**config.mk**
```make
export PLATFORM = sky130hd
export DESIGN_NAME = park_gate_ctrl
export DESIGN_NICKNAME = d
export VERILOG_FILES = /design/src/rtl/park_pkg.sv /design/src/rtl/park_edge.sv /design/src/rtl/park_entry.sv /design/src/rtl/park_exit.sv /design/src/rtl/park_zone.sv /design/src/rtl/park_gate_ctrl.sv
export SDC_FILE = /design/constraint.sdc
export NUM_CORES = 1
export LEC_CHECK = 0
export ABC_AREA = 1
export BUFFER_PORTS_ARGS = -buffer_cell sky130_fd_sc_hd__buf_4
export CAP_MARGIN = 25
export CORE_MARGIN = 3
export CORE_UTILIZATION = 58
export CTS_BUF_LIST = sky130_fd_sc_hd__clkbuf_2
export DETAILED_ROUTE_END_ITERATION = 6
export PLACE_DENSITY = 0.82
export SYNTH_ARGS = -nofsm -noshare
export SYNTH_HDL_FRONTEND = slang
export SYNTH_SLANG_ARGS = --single-unit
```
**constraint.sdc**
```tcl
create_clock -name clk -period 5.8 [get_ports clk]
set_input_delay 1.74 -clock clk [delete_from_list [all_inputs] [get_ports clk]]
set_output_delay 1.74 -clock clk [all_outputs]
set_load 0.03 [all_outputs]
```
**src/rtl/park_pkg.sv**
```systemverilog
package park_pkg;
  typedef enum logic [1:0] {
    ENT_IDLE  = 2'd0,
    ENT_TKT   = 2'd1,
    ENT_SPACE = 2'd2,
    ENT_OPEN  = 2'd3
  } ent_state_e;

  typedef enum logic [1:0] {
    EXT_IDLE = 2'd0,
    EXT_PAY  = 2'd1,
    EXT_OPEN = 2'd2
  } ext_state_e;
endpackage

```
**src/rtl/park_edge.sv**
```systemverilog
module park_edge (
  input  logic clk,
  input  logic rst,
  input  logic level_i,
  output logic rise_o,
  output logic fall_o
);
  logic prev_q;

  always_ff @(posedge clk) begin
    if (rst) prev_q <= 1'b0;
    else     prev_q <= level_i;
  end

  assign rise_o = level_i & ~prev_q;
  assign fall_o = ~level_i & prev_q;
endmodule

```
**src/rtl/park_entry.sv**
```systemverilog
module park_entry
  import park_pkg::*;
(
  input  logic clk,
  input  logic rst,
  input  logic rise_i,
  input  logic fall_i,
  input  logic ticket_i,
  input  logic space_i,
  output logic take_o,
  output logic enter_o,
  output logic gate_o
);
  ent_state_e st_q, st_d;

  always_comb begin
    st_d    = st_q;
    take_o  = 1'b0;
    enter_o = 1'b0;
    unique case (st_q)
      ENT_IDLE:  if (rise_i) st_d = ENT_TKT;
      ENT_TKT: begin
        if (ticket_i) begin
          if (space_i) begin
            st_d   = ENT_OPEN;
            take_o = 1'b1;
          end else begin
            st_d = ENT_SPACE;
          end
        end
      end
      ENT_SPACE: begin
        if (space_i) begin
          st_d   = ENT_OPEN;
          take_o = 1'b1;
        end
      end
      ENT_OPEN: begin
        if (fall_i) begin
          st_d    = ENT_IDLE;
          enter_o = 1'b1;
        end
      end
      default: st_d = ENT_IDLE;
    endcase
  end

  always_ff @(posedge clk) begin
    if (rst) begin
      st_q   <= ENT_IDLE;
      gate_o <= 1'b0;
    end else begin
      st_q   <= st_d;
      gate_o <= (st_d == ENT_OPEN);
    end
  end

  // the gate never opens without a place to give
  a_r3_open_needs_space: assert property (@(posedge clk) disable iff (rst)
    $rose(gate_o) |-> $past(space_i));

  // the gate closes only after the sensor was seen low
  a_r4_close_after_clear: assert property (@(posedge clk) disable iff (rst)
    $fell(gate_o) |-> !$past(fall_i) == 1'b0);
endmodule

```
**src/rtl/park_exit.sv**
```systemverilog
module park_exit
  import park_pkg::*;
(
  input  logic clk,
  input  logic rst,
  input  logic rise_i,
  input  logic fall_i,
  input  logic pay_i,
  output logic leave_o,
  output logic gate_o
);
  ext_state_e st_q, st_d;

  always_comb begin
    st_d    = st_q;
    leave_o = 1'b0;
    unique case (st_q)
      EXT_IDLE: if (rise_i) st_d = EXT_PAY;
      EXT_PAY:  if (pay_i)  st_d = EXT_OPEN;
      EXT_OPEN: begin
        if (fall_i) begin
          st_d    = EXT_IDLE;
          leave_o = 1'b1;
        end
      end
      default: st_d = EXT_IDLE;
    endcase
  end

  always_ff @(posedge clk) begin
    if (rst) begin
      st_q   <= EXT_IDLE;
      gate_o <= 1'b0;
    end else begin
      st_q   <= st_d;
      gate_o <= (st_d == EXT_OPEN);
    end
  end

  // the exit gate opens only on a sampled pay pulse
  a_r5_open_on_pay: assert property (@(posedge clk) disable iff (rst)
    $rose(gate_o) |-> $past(pay_i));

  // the exit gate closes only after its sensor fell
  a_r6_close_after_clear: assert property (@(posedge clk) disable iff (rst)
    $fell(gate_o) |-> $past(fall_i));
endmodule

```
**src/rtl/park_zone.sv**
```systemverilog
module park_zone #(
  parameter int CAPACITY = 444,
  localparam int CW = $clog2(CAPACITY + 1)
) (
  input  logic          clk,
  input  logic          rst,
  input  logic          take_i,
  input  logic          enter_i,
  input  logic          leave_i,
  output logic [CW-1:0] free_o,
  output logic [CW-1:0] inside_o
);
  localparam logic [CW-1:0] CAP_V = CW'(CAPACITY);

  logic give;
  assign give = leave_i && (inside_o != '0);

  always_ff @(posedge clk) begin
    if (rst) begin
      free_o   <= CAP_V;
      inside_o <= '0;
    end else begin
      if (take_i && !give)      free_o <= free_o - 1'b1;
      else if (give && !take_i) free_o <= free_o + 1'b1;
      if (enter_i && !give)      inside_o <= inside_o + 1'b1;
      else if (give && !enter_i) inside_o <= inside_o - 1'b1;
    end
  end

  // a place is never claimed from an empty pool
  a_r3_no_take_when_full: assert property (@(posedge clk) disable iff (rst)
    take_i |-> (free_o != '0));

  // a lone release returns exactly one place
  a_r6_release_one: assert property (@(posedge clk) disable iff (rst)
    (leave_i && !take_i && inside_o != '0) |=> (free_o == $past(free_o) + CW'(1)));

  // an exit with nobody inside leaves the inside count at zero
  a_r6_no_underflow: assert property (@(posedge clk) disable iff (rst)
    (leave_i && !enter_i && inside_o == '0) |=> (inside_o == '0));

  // a claim and a release on one edge cancel
  a_r8_claim_release_hold: assert property (@(posedge clk) disable iff (rst)
    (take_i && leave_i && inside_o != '0) |=> $stable(free_o));

  // the pool never exceeds the capacity
  a_r1_pool_bound: assert property (@(posedge clk) disable iff (rst)
    (free_o <= CAP_V) && (inside_o <= CAP_V));
endmodule

```
**src/rtl/park_gate_ctrl.sv**
```systemverilog
module park_gate_ctrl #(
  parameter int CAPACITY = 444,
  localparam int CW = $clog2(CAPACITY + 1)
) (
  input  logic          clk,
  input  logic          rst,
  input  logic          arrive_sense,
  input  logic          ticket_taken,
  input  logic          depart_sense,
  input  logic          fee_paid,
  output logic          entry_gate_open,
  output logic          exit_gate_open,
  output logic [CW-1:0] free_places,
  output logic [CW-1:0] cars_inside
);
  logic arr_rise, arr_fall, dep_rise, dep_fall;
  logic take, enter, leave;

  park_edge u_arr_edge (
    .clk(clk), .rst(rst), .level_i(arrive_sense),
    .rise_o(arr_rise), .fall_o(arr_fall)
  );

  park_edge u_dep_edge (
    .clk(clk), .rst(rst), .level_i(depart_sense),
    .rise_o(dep_rise), .fall_o(dep_fall)
  );

  park_entry u_entry (
    .clk(clk), .rst(rst), .rise_i(arr_rise), .fall_i(arr_fall),
    .ticket_i(ticket_taken), .space_i(free_places != '0),
    .take_o(take), .enter_o(enter), .gate_o(entry_gate_open)
  );

  park_exit u_exit (
    .clk(clk), .rst(rst), .rise_i(dep_rise), .fall_i(dep_fall),
    .pay_i(fee_paid), .leave_o(leave), .gate_o(exit_gate_open)
  );

  park_zone #(.CAPACITY(CAPACITY)) u_zone (
    .clk(clk), .rst(rst), .take_i(take), .enter_i(enter), .leave_i(leave),
    .free_o(free_places), .inside_o(cars_inside)
  );

  // places are conserved between pool, gate and lot
  a_r8_conservation: assert property (@(posedge clk) disable iff (rst)
    (32'(free_places) + 32'(cars_inside) + 32'(entry_gate_open)) <= CAPACITY);
endmodule

```
==> report_table.html <==
<table>
<tr><th>Metric</th><th>Value</th></tr>
<tr><th colspan="2">Status</th></tr>
<tr><td>Status</td><td>complete, no violations</td></tr>
<tr><th colspan="2">Critical path</th></tr>
<tr><td>Element type at the critical path start</td><td>input pin</td></tr>
<tr><td>Largest fanout on the critical path</td><td>7</td></tr>
<tr><td>Worst path arrival time</td><td>3.52 ns</td></tr>
<tr><td>Critical path endpoint category</td><td>register</td></tr>
<tr><td>R2R Setup Slk</td><td>3.32 ns</td></tr>
<tr><td>Worst path required time</td><td>6.11 ns</td></tr>
<tr><td>Type of the worst setup path</td><td>input pin to register</td></tr>
<tr><th colspan="2">CTS</th></tr>
<tr><td>CTS-repair resized insts</td><td>0</td></tr>
<tr><td>Buffer count from post-CTS setup fixing</td><td>0</td></tr>
<tr><td>Clock tree sinks</td><td>26</td></tr>
<tr><td>Clock root buffer</td><td>clkbuf_2</td></tr>
<tr><td>CTS tree</td><td>built</td></tr>
<tr><td>Number of buffers created by CTS</td><td>3</td></tr>
<tr><td>Hold bufs inserted after CTS</td><td>0</td></tr>
<tr><td>Clock latency of the later-clocked register in the worst-skew pair</td><td>0.36 ns</td></tr>
<tr><td>Largest buffer count on any clock path</td><td>2</td></tr>
<tr><td>Level count of the clock H-tree</td><td>1</td></tr>
<tr><td>Clock Pin Slew Worst Setup and Hold Paths</td><td>0.27 ns</td></tr>
<tr><th colspan="2">Route</th></tr>
<tr><td>Avg WL per Cell</td><td>10.60 um</td></tr>
<tr><td>Routed Antenna Nets</td><td>0</td></tr>
<tr><td>Drc violations</td><td>0</td></tr>
<tr><td>Starting DRT DRC Count</td><td>136</td></tr>
<tr><td>Routed Wire Length</td><td>3.899 mm</td></tr>
<tr><td>Vias after detailed routing</td><td>1869</td></tr>
<tr><td>First-pass iteration count of the detailed router</td><td>4</td></tr>
<tr><td>Average vias per placed instance</td><td>5.079</td></tr>
<tr><th colspan="2">Die</th></tr>
<tr><td>Number of rows created at floorplan</td><td>20</td></tr>
<tr><td>Placeable core area</td><td>3128 um2</td></tr>
<tr><td>X dimension of the die</td><td>63.79 um</td></tr>
<tr><td>Initial Utilization</td><td>61.92%</td></tr>
<tr><td>Top-Level Pins</td><td>26</td></tr>
<tr><td>Total Die Area</td><td>4069 um2</td></tr>
<tr><td>Die height</td><td>63.79 um</td></tr>
<tr><th colspan="2">GRT</th></tr>
<tr><td>Maximum number of pins on one net before global-route repair</td><td>24</td></tr>
<tr><td>Most heavily used metal layer in global routing</td><td>met2</td></tr>
<tr><td>Global-route track usage on met1</td><td>25.14%</td></tr>
<tr><td>Vias in the first global route</td><td>1697</td></tr>
<tr><td>Overflow left after global routing</td><td>0</td></tr>
<tr><td>Wire length of the first global-routing pass</td><td>6.886 mm</td></tr>
<tr><td>Met3 usage in global routing</td><td>2.285%</td></tr>
<tr><td>Global Route Usage Sum</td><td>20.47%</td></tr>
<tr><td>Initial antenna violation count</td><td>0</td></tr>
<tr><td>Met2 track demand over resource</td><td>36.90%</td></tr>
<tr><th colspan="2">Finish</th></tr>
<tr><td># diodes</td><td>0</td></tr>
<tr><td>Multi-input gate area in the final layout</td><td>1157 um2</td></tr>
<tr><td>Flip-flop and latch area</td><td>520.5 um2</td></tr>
<tr><td>Synth-to-Final Area Change</td><td>13.11%</td></tr>
<tr><td>Fillers</td><td>284</td></tr>
<tr><td>Number of nets in the layout</td><td>354</td></tr>
<tr><td>Share of layout cells above drive strength 1</td><td>10.80%</td></tr>
<tr><th colspan="2">Yosys</th></tr>
<tr><td>Post-synth cell types</td><td>24</td></tr>
<tr><td>Syn_nets</td><td>328</td></tr>
<tr><td>Post-synthesis cell count</td><td>299</td></tr>
<tr><td>Seq/Total Area, Yosys</td><td>26.87%</td></tr>
<tr><td>Post-synthesis cell area</td><td>1937 um2</td></tr>
<tr><td>Cell type with the highest aggregate area in the netlist</td><td>dfxtp_1</td></tr>
<tr><td>Top-area cell type share of the netlist area</td><td>26.87%</td></tr>
<tr><td>Total of warnings raised by yosys</td><td>0</td></tr>
<tr><td>Number of register bits inferred by synthesis</td><td>26</td></tr>
<tr><td>Average instance area after synthesis</td><td>6.478 um2</td></tr>
<tr><td>Top area cells in the synthesized netlist</td><td>dfxtp_1, ha_1, nand2_1</td></tr>
<tr><th colspan="2">Timing</th></tr>
<tr><td>Final setup skew</td><td>0.003318 ns</td></tr>
<tr><td>Setup ws final</td><td>2.593 ns</td></tr>
<tr><td>Number of slew-limit violations in the final report</td><td>0</td></tr>
<tr><td>Hold Vio Cnt, Final</td><td>0</td></tr>
<tr><td>Finish-stage setup viols</td><td>0</td></tr>
<tr><td>Final-layout setup total negative slack</td><td>0 ns</td></tr>
<tr><td>Post-layout min period</td><td>3.207 ns</td></tr>
<tr><td>Slew of the pin with the lowest slew margin</td><td>0.4162 ns</td></tr>
<tr><td>Unrepaired setup endpoints after global routing</td><td>false</td></tr>
<tr><td>Achievable Freq</td><td>311.8 MHz</td></tr>
<tr><td>Fin crit share</td><td>55.30%</td></tr>
<tr><td>Remaining max-slew budget at the tightest pin</td><td>72.25%</td></tr>
<tr><th colspan="2">Power</th></tr>
<tr><td>Power Internal</td><td>0.0002693 W</td></tr>
<tr><td>Sequential Power Share</td><td>50.8%</td></tr>
<tr><td>Share of power burned in combinational logic</td><td>17.8%</td></tr>
<tr><td>Power per Cell Area</td><td>171.9 nW/um2</td></tr>
<tr><td>Portion of total power attributed to the clock network</td><td>31.4%</td></tr>
<tr><td>Switch Pwr</td><td>0.0001073 W</td></tr>
<tr><td>Leakage power</td><td>1.224 nW</td></tr>
<tr><td>Sw Ratio</td><td>28.49%</td></tr>
<tr><td>Worst IR drop on VDD</td><td>0.1075 mV</td></tr>
<tr><th colspan="2">Hold path</th></tr>
<tr><td>Hold WC Path Type</td><td>register to register</td></tr>
<tr><th colspan="2">Placement</th></tr>
<tr><td>RD Place Congestion</td><td>0.8750</td></tr>
<tr><td>Buffers added on ports</td><td>25</td></tr>
<tr><td>Sum of net half-perimeters after detailed placement</td><td>3.087 mm</td></tr>
<tr><td>Post-Place Setup Slack</td><td>2.150 ns</td></tr>
<tr><th colspan="2">Run</th></tr>
<tr><td>Total of max-cap violations</td><td>0</td></tr>
</table>
[placed cells by master (no fill, tap or decap), drive strengths merged]
master / instances
nand2: 73
inv: 60
nor2: 31
nand3: 29
dfxtp: 26
buf: 25
a21oi: 22
ha: 21
o21ai: 14
nand4: 5
xor2: 4
xnor2: 3
clkbuf: 3
nor4: 2
fa: 2
nor3: 1
and3: 1
nand3b: 1
bufinv: 1
[critical path, cell delays in order]
cell and delay (ns):
buf_4 0.12, nor2_1 0.10, nand3_1 0.13, ha_1 0.25, inv_1 0.21, ha_1 0.33, a21oi_1 0.17, nand2_1 0.11
nand2_1 0.09, nand2_1 0.06, nand2_1 0.05, nand3_1 0.06, nand2_1 0.07, inv_1 0.03
[layout make-up]
cell class,count,area share (%)
flip-flops and latches,26,23.76
repair buffers,25,8.567
well taps,44,2.513
clock inverters,1,1.371
inverters,60,10.28
clock buffers,3,0.6853
multi-input cells,209,52.83
[path summary, 6_finish.rpt]
kind,to,cells past startpoint,startpoint
setup / recovery,u_zone.inside_o[6],14,depart_sense
hold reg to reg,u_exit.st_q[0],2,u_exit.st_q[0]
setup reg to reg,u_zone.free_o[7],14,u_entry.st_q[1]
hold / removal,u_exit.st_q[0],2,u_exit.st_q[0]
[registers in the layout, indices dropped and copies added (netlist names)]
signal	count
u_arr_edge.prev_q	1
u_dep_edge.prev_q	1
u_entry.gate_o	1
u_entry.st_q	2
u_exit.gate_o	1
u_exit.st_q	2
u_zone.free_o	9
u_zone.inside_o	9
[metrics by stage]
step | hold WS, ns | util (%) | total power (W) | cells | area (um2)
after floorplan | 0.4873 | - | 0.0002442 | 299 | 1937
after global placement | 0.5054 | 68.60 | 0.0002601 | 364 | 2146
after detailed placement | 0.5121 | 68.60 | 0.0002613 | 364 | 2146
after CTS | 0.5385 | 70.04 | 0.0003783 | 368 | 2191
after global routing | 0.5585 | 70.04 | 0.0003952 | 368 | 2191
final | 0.5363 | 70.04 | 0.0003766 | 368 | 2191
[synth_stat cells]
cell type  count
fa_1           2
nand4_1        5
xnor2_1        3
nand3b_1       1
nor3_1         1
o21ai_0       13
buf_2          1
a21oi_1       22
nand2_2        4
nor2_1        31
nand3_1       28
inv_1         59
and3_1         1
nand3_2        1
clkbuf_1       1
nand2_1       69
nor4_1         2
buf_6          1
xor2_1         4
dfxtp_1       26
ha_1          21
clkbuf_8       1
inv_2          1
o21ai_1        1
[per-layer routing]
metal | vias to the layer above | wire (um) | part of all wire, %
li1 | 995 | - | -
met1 | 826 | 1794 | 46
met2 | 42 | 1907 | 49
met3 | 6 | 148 | 3.8
met4 | 0 | 48 | 1.2
met5 | - | 0 | 0
[power groups by stage]
stage | clock network [W] | logic [W] | registers [W]
3_5_place_dp | 0 | 0.0000669 | 0.000194
2_1_floorplan | 0 | 0.0000449 | 0.000199
6_report | 0.000118 | 0.0000670 | 0.000191
5_1_grt | 0.000126 | 0.0000771 | 0.000192
3_3_place_gp | 0 | 0.0000658 | 0.000194
4_1_cts | 0.000120 | 0.0000671 | 0.000191
[logic make-up (layout without fill, tap and decap cells)]
kind of cell | count (synthesis) | in the layout | synth area share (%)
flip-flops | 26 | 26 | 26.87
buffers and inverters | 64 | 89 | 13.37
adder cells (fa/ha/maj) | 23 | 23 | 15.63
AO/OA/AOI/OAI | 36 | 36 | 9.302
AND/OR/NAND/NOR | 143 | 143 | 31.65
XOR/XNOR | 7 | 7 | 3.165
(Power assumes the default switching activity.)
